File: src/rtl/gpio_pkg.sv
package gpio_pkg;
  localparam int AW = 5;
  localparam int A_EXT  = 8;
  localparam int A_IEN  = 12;
  localparam int A_IMSK = 13;
  localparam int A_ITYP = 14;
  localparam int A_IPOL = 15;
  localparam int A_IDEB = 16;
  localparam int A_STAT = 17;
  localparam int A_RAW  = 18;
  localparam int A_CLR  = 19;
endpackage

File: src/rtl/gpio_sync.sv
module gpio_sync #(
  parameter int N = 8
) (
  input  logic         clk,
  input  logic         rst_n,
  input  logic [N-1:0] d,
  output logic [N-1:0] q
);
  logic [N-1:0] meta;

  always_ff @(posedge clk or negedge rst_n) begin
    if (!rst_n) begin
      meta <= '0;
      q    <= '0;
    end else begin
      meta <= d;
      q    <= meta;
    end
  end
endmodule

File: src/rtl/gpio_debounce.sv
module gpio_debounce #(
  parameter int W      = 8,
  parameter int DB_LEN = 4
) (
  input  logic         clk,
  input  logic         rst_n,
  input  logic [W-1:0] din,
  input  logic [W-1:0] en,
  output logic [W-1:0] dout
);
  localparam int CW = $clog2(DB_LEN + 1);
  localparam logic [CW-1:0] LAST = CW'(DB_LEN - 1);

  logic [W-1:0]         flt;
  logic [W-1:0][CW-1:0] cnt;

  for (genvar i = 0; i < W; i++) begin : g_bit
    always_ff @(posedge clk or negedge rst_n) begin
      if (!rst_n) begin
        flt[i] <= 1'b0;
        cnt[i] <= '0;
      end else if (!en[i]) begin
        flt[i] <= din[i];
        cnt[i] <= '0;
      end else if (din[i] == flt[i]) begin
        cnt[i] <= '0;
      end else if (cnt[i] == LAST) begin
        flt[i] <= din[i];
        cnt[i] <= '0;
      end else begin
        cnt[i] <= cnt[i] + 1'b1;
      end
    end

    assign dout[i] = en[i] ? flt[i] : din[i];

    // the filtered value moves only at the end of a full window
    assert_deb_window_R11: assert property (@(posedge clk) disable iff (!rst_n)
      ($past(en[i]) && (flt[i] != $past(flt[i]))) |-> ($past(cnt[i]) == LAST));
  end
endmodule

File: src/rtl/gpio_irq.sv
module gpio_irq #(
  parameter int W = 8
) (
  input  logic         clk,
  input  logic         rst_n,
  input  logic [W-1:0] src,
  input  logic [W-1:0] en,
  input  logic [W-1:0] dir,
  input  logic [W-1:0] typ,
  input  logic [W-1:0] pol,
  input  logic [W-1:0] clr,
  output logic [W-1:0] raw
);
  logic [W-1:0] prev;
  logic [W-1:0] lat;
  logic [W-1:0] evt;

  always_ff @(posedge clk or negedge rst_n) begin
    if (!rst_n) prev <= '0;
    else        prev <= src;
  end

  for (genvar i = 0; i < W; i++) begin : g_bit
    assign evt[i] = typ[i] & ~dir[i] &
                    (pol[i] ? (src[i] & ~prev[i]) : (~src[i] & prev[i]));

    always_ff @(posedge clk or negedge rst_n) begin
      if (!rst_n)                lat[i] <= 1'b0;
      else if (!en[i] || !typ[i]) lat[i] <= 1'b0;
      else if (evt[i])           lat[i] <= 1'b1;
      else if (clr[i])           lat[i] <= 1'b0;
    end

    assign raw[i] = typ[i] ? lat[i]
                           : (en[i] & ~dir[i] & (src[i] == pol[i]));

    assert_edge_held_R5: assert property (@(posedge clk) disable iff (!rst_n)
      (lat[i] && en[i] && typ[i] && !clr[i]) |=> lat[i]);

    assert_disable_clears_R9: assert property (@(posedge clk) disable iff (!rst_n)
      !en[i] |=> !lat[i]);

    assert_output_ignored_R10: assert property (@(posedge clk) disable iff (!rst_n)
      (dir[i] && !lat[i]) |=> !lat[i]);
  end
endmodule

File: src/rtl/gpio_ctrl.sv
module gpio_ctrl
  import gpio_pkg::*;
#(
  parameter int NP     = 4,
  parameter int W      = 8,
  parameter int DB_LEN = 4
) (
  input  logic              clk,
  input  logic              rst_n,
  input  logic [AW-1:0]     bus_addr,
  input  logic              bus_we,
  input  logic [W-1:0]      bus_wdata,
  output logic [W-1:0]      bus_rdata,
  input  logic [NP*W-1:0]   pad_in,
  output logic [NP*W-1:0]   pad_out,
  output logic [NP*W-1:0]   pad_oe,
  output logic              irq
);
  logic [NP-1:0][W-1:0] dat_q, dir_q;
  logic [W-1:0] ien, imsk, ityp, ipol, ideb;
  logic [W-1:0] clr, pin_f, raw, stat;
  logic [NP*W-1:0] pin_s;

  for (genvar p = 0; p < NP; p++) begin : g_port
    always_ff @(posedge clk or negedge rst_n) begin
      if (!rst_n) begin
        dat_q[p] <= '0;
        dir_q[p] <= '0;
      end else if (bus_we) begin
        if (bus_addr == AW'(2 * p))     dat_q[p] <= bus_wdata;
        if (bus_addr == AW'(2 * p + 1)) dir_q[p] <= bus_wdata;
      end
    end
  end

  always_ff @(posedge clk or negedge rst_n) begin
    if (!rst_n) begin
      ien  <= '0;
      imsk <= '0;
      ityp <= '0;
      ipol <= '0;
      ideb <= '0;
    end else if (bus_we) begin
      if (bus_addr == AW'(A_IEN))  ien  <= bus_wdata;
      if (bus_addr == AW'(A_IMSK)) imsk <= bus_wdata;
      if (bus_addr == AW'(A_ITYP)) ityp <= bus_wdata;
      if (bus_addr == AW'(A_IPOL)) ipol <= bus_wdata;
      if (bus_addr == AW'(A_IDEB)) ideb <= bus_wdata;
    end
  end

  assign clr = (bus_we && bus_addr == AW'(A_CLR)) ? bus_wdata : '0;

  gpio_sync #(.N(NP * W)) u_sync (
    .clk(clk), .rst_n(rst_n), .d(pad_in), .q(pin_s)
  );

  gpio_debounce #(.W(W), .DB_LEN(DB_LEN)) u_deb (
    .clk(clk), .rst_n(rst_n), .din(pin_s[W-1:0]), .en(ideb), .dout(pin_f)
  );

  gpio_irq #(.W(W)) u_irq (
    .clk(clk), .rst_n(rst_n), .src(pin_f), .en(ien), .dir(dir_q[0]),
    .typ(ityp), .pol(ipol), .clr(clr), .raw(raw)
  );

  assign stat    = raw & ~imsk;
  assign irq     = |stat;
  assign pad_out = dat_q;
  assign pad_oe  = dir_q;

  always_comb begin
    bus_rdata = '0;
    for (int p = 0; p < NP; p++) begin
      if (bus_addr == AW'(2 * p))     bus_rdata = dat_q[p];
      if (bus_addr == AW'(2 * p + 1)) bus_rdata = dir_q[p];
      if (bus_addr == AW'(A_EXT + p)) bus_rdata = pin_s[p*W +: W];
    end
    if (bus_addr == AW'(A_IEN))  bus_rdata = ien;
    if (bus_addr == AW'(A_IMSK)) bus_rdata = imsk;
    if (bus_addr == AW'(A_ITYP)) bus_rdata = ityp;
    if (bus_addr == AW'(A_IPOL)) bus_rdata = ipol;
    if (bus_addr == AW'(A_IDEB)) bus_rdata = ideb;
    if (bus_addr == AW'(A_STAT)) bus_rdata = stat;
    if (bus_addr == AW'(A_RAW))  bus_rdata = raw;
  end

  // a cycle held in reset leaves every pin an input and the line quiet
  assert_reset_idle_R1: assert property (@(posedge clk)
    !rst_n |=> (pad_oe == '0 && !irq));

  // pins of ports beyond A cannot move the combined line on their own
  assert_upper_ports_quiet_R4: assert property (@(posedge clk) disable iff (!rst_n)
    ($stable(pin_s[W-1:0]) && $stable(ien) && $stable(imsk) && $stable(ityp) &&
     $stable(ipol) && $stable(dir_q[0]) && !irq && $past(clr) == '0 && $past(!bus_we))
    |=> !irq || $changed(raw));
endmodule

File: config.mk
export PLATFORM = sky130hd
export DESIGN_NAME = gpio_ctrl
export DESIGN_NICKNAME = d
export VERILOG_FILES = /design/src/rtl/gpio_pkg.sv /design/src/rtl/gpio_sync.sv /design/src/rtl/gpio_debounce.sv /design/src/rtl/gpio_irq.sv /design/src/rtl/gpio_ctrl.sv
export SDC_FILE = /design/constraint.sdc
export NUM_CORES = 1
export LEC_CHECK = 0
export ABC_CLOCK_PERIOD_IN_PS = 2700
export BUFFER_PORTS_ARGS = -buffer_cell sky130_fd_sc_hd__buf_4
export CELL_PAD_IN_SITES_DETAIL_PLACEMENT = 0
export CELL_PAD_IN_SITES_GLOBAL_PLACEMENT = 1
export CORE_ASPECT_RATIO = 1.75
export CORE_MARGIN = 3
export CORE_UTILIZATION = 46
export DETAILED_ROUTE_END_ITERATION = 6
export GPL_TIMING_DRIVEN = 0
export PLACE_DENSITY_LB_ADDON = 0.2
export SKIP_CTS_REPAIR_TIMING = 1
export SYNTH_ARGS = -nofsm -noshare
export SYNTH_HDL_FRONTEND = slang
export SYNTH_SLANG_ARGS = --single-unit
File: constraint.sdc
create_clock -name clk -period 2.7 [get_ports clk]
set_input_delay 0.54 -clock clk [delete_from_list [all_inputs] [get_ports clk]]
set_output_delay 0.54 -clock clk [all_outputs]
set_load 0.005 [all_outputs]
==> results.md <==
- Status: finished with violations
- Failing checks: negative setup slack
- Clk slew on worst S/H paths: 70 ps
- Tmin final: approximately 3200 ps
- Fraction of layout cells with a size suffix above 1: about 41%
- Setup Skew: roughly 9 ps
- Worst-path cell chain: mux2i_4 -> xnor2_2 -> o41ai_2 -> buf_4 -> nor2b_4 -> a31oi_4 -> a21o_1 -> a31oi_2 -> buf_4
- Area of the core: 21020 um^2
- VDD IR-drop max: between 0.6 and 0.7 mV
- Worst Setup SP: ideb[0]
- Initial drt markers: 553
- Async set-or-reset flop fraction in the synthesized netlist: 100.0%
- Utilization after layout: 60.98%
- Combinational share of power: between 10% and 20%
- Static Leakage: between 0.005 and 0.006 uW
- CTS Sinks: ~220
- Synthesis-stage register bit count: around 220
- Fillers: approximately 1800
- Pwr dens: between 700 and 800 nW/um^2
- Part of the power in registers: between 40% and 50%
- Area occupied by multi-input gates: 4715 um^2
- Antenna viol nets, final: 0
- H-tree lvl count: 1
- Initial antenna violation count: 0
- First-pass DRT Iterations: 7
- RSZ-0062 raised after global routing: true
- Commonest cells in the netlist: dfrtp_1, mux2_2, nand2_1
- Final hold vios: 0
- Netlist Area Pre-Place: 9864 um^2
- First-pass GRT wire length: roughly 46 mm
- Routed len/inst: between 20 and 25 um
- Final period utilization: 117.6%
- Routed wire length: 32.18 mm
- Cts bufs inserted: 22
- P_int: between 6000 and 7000 uW
- Yosys warns: 0
- Worst EP required: between 2000 and 2500 ps
- Buf/Inv on CP: 2
- Rows: 70
- Vias post-DR: between 7000 and 8000
- Deepest clock path buffer count: 3
- Count leader, synth: dfrtp_1
- GRT Overall Usage: 26.80%
- Gr ovfl total: 0
- Design Area, Final: 12820 um^2
- Inserted Diodes: 0
- Latest clock arrival within the worst-skew pair: 510 ps
- Setup WS pre-CTS: -696.8 ps
- Critical Path Start Type: flop
- Final Setup Violations: 9
- Die ar.: ~23000 um^2
- Fmax: around 310 MHz
- Crit path capture type: output port
- Hold crit path type: in2reg
- Critical-path top delay cell: dfrtp_2
- Primary FF master, synth: dfrtp_1
- Pins Over Slew Limit: 0
- Io pins: between 100 and 150
- Initial Util: a little under half
- Syn-to-layout area delta: 29.95%
- Hold Path Origin: pad_in[22]
- Reg area: between 5000 and 6000 um^2
- CP Class: reg2out
- Library cells used by synthesis: 71
- Reg2reg start: ideb[1]
- Yosys top cell area share: approximately 55%
- Max Cap Violations: 0
- GPL Wtd Cong: between 0.9 and 1
- Max incr delay on CP: 430 ps
- Syn Area/Cell: approximately 11 um^2
- Worst hold margin: roughly 130 ps
- Slew headroom: between 40% and 50%
- CTS tree: yes
- Vias per inst: 5.981
- Chip height: approximately 200 um
- Top cell by count, worst path: buf_4
- Post-synth EDFFs: 0
- CTS Root Cell: clkbuf_16
- Mapped Nets: approximately 900
- Post-synthesis sequential area ratio: about 55%
- P_sw: 2673 uW
- Post-Syn Instances: 870
- Worst Tran Pin Value: 823.3 ps
- Synth top area cells: dfrtp_1, mux2_2, a21oi_1
- Sw Share: around 30%
- Nets: roughly 1100
- Crit-path leading delay family: compound AO/OA/AOI/OAI gates
- Placement Cell Area: 11130 um^2
- Vias in the first global route: between 7000 and 8000
- Crit path DAT: 2640 ps
- Largest area contributor in the netlist: dfrtp_1
- HPWL after detailed placement: about 23 mm
- Largest net degree at the start of global routing: 89
- Worst Path Max Fanout: 3
- Post-route setup slack: -475.5 ps
- I/O Buffers: 118
- Power share of the clock group: roughly a third
- # DRC: 0
- Die X: approximately 120 um
## worst register-to-register path: cells and delay by family, from the launching register on
family	cells	cell delay, ps
muxes	1	230
DFF	1	480
AOI/OAI and AO/OA	2	220
and+or+nand+nor	2	400
## through the flow
stage	TNS, ps	instances	total power (uW)
floorplan	0	870	4831
global placement	-104190	1240	5663
detailed placement	-4606	1242	5715
CTS	-5470	1282	8740
global route	-2922	1313	9374
finish	-2222	1313	8974
## layer usage
metal / vias up / wire [um] / global-route usage (%) / part of all wire (%)
met5: - / 0 / 0 / 0
met4: 0 / 2018 / 13.27 / 6.3
met3: 112 / 1842 / 3.333 / 5.7
met2: 325 / 16520 / 46.19 / 51
met1: 3941 / 11800 / 32.76 / 37
li1: 3475 / - / - / -
## cell type report
cell class	count	share of cell area, %
Buffer	37	2.294
Clock buffer	27	4.841
Clock inverter	13	0.8004
Inverter	29	0.8492
Multi-Input combinational cell	585	36.78
Sequential cell	216	42.29
Tap cell	252	2.460
Timing Repair Buffer	154	9.683
## state kept, by name, summed over array words and instances (netlist names)
register,count
u_irq.prev,8
imsk,8
ien,8
u_sync.meta,32
ipol,8
ideb,8
u_irq.lat,8
pad_out,32
u_deb.cnt,24
ityp,8
pad_oe,32
u_sync.q,32
u_deb.flt,8
## cell families after synthesis
| family | Yosys count | share of synthesized area [%] |
|---|---|---|
| xor+xnor | 16 | 1.421 |
| buf+inv | 69 | 3.120 |
| simple gates | 236 | 12.66 |
| compound gates | 201 | 13.03 |
| mux | 124 | 13.96 |
| flops | 216 | 54.79 |
| fa+ha+maj | 8 | 1.015 |
## worst paths after layout
path                                        end  slack [ps]  cells past startpoint
worst max-delay path               bus_rdata[0]        -480                      9
worst min-delay path            u_sync.meta[22]         130                      1
min in group asynchronous         u_deb.cnt[18]         550                      2
worst min register to register      u_sync.q[8]         350                      0
worst max register to register     u_irq.lat[1]        1310                      5
max in group asynchronous          u_sync.q[27]        1360                      3
## cell usage in the layout, fill, tap and decap left out, types with 10 or more instances in the layout
master / count
o22ai_1: 11
o21ai_0: 36
buf_6: 11
a21oi_1: 57
clkbuf_1: 11
and4b_1: 10
dfrtp_1: 203
buf_4: 147
inv_1: 29
mux2_2: 109
clkbuf_16: 23
nand2_1: 77
nor2_1: 42
dfrtp_2: 13
nand3b_1: 14
nand3_1: 13
nand2b_1: 13
## power groups by stage
stage | sequential [uW] | combinational [uW] | clock, uW
3_5_place_dp | 4210 | 1510 | 0
6_report | 4200 | 1770 | 3010
3_3_place_gp | 4200 | 1470 | 0
2_1_floorplan | 4020 | 808 | 0
4_1_cts | 4150 | 1510 | 3080
5_1_grt | 4240 | 1920 | 3220
(Power assumes the default switching activity.)
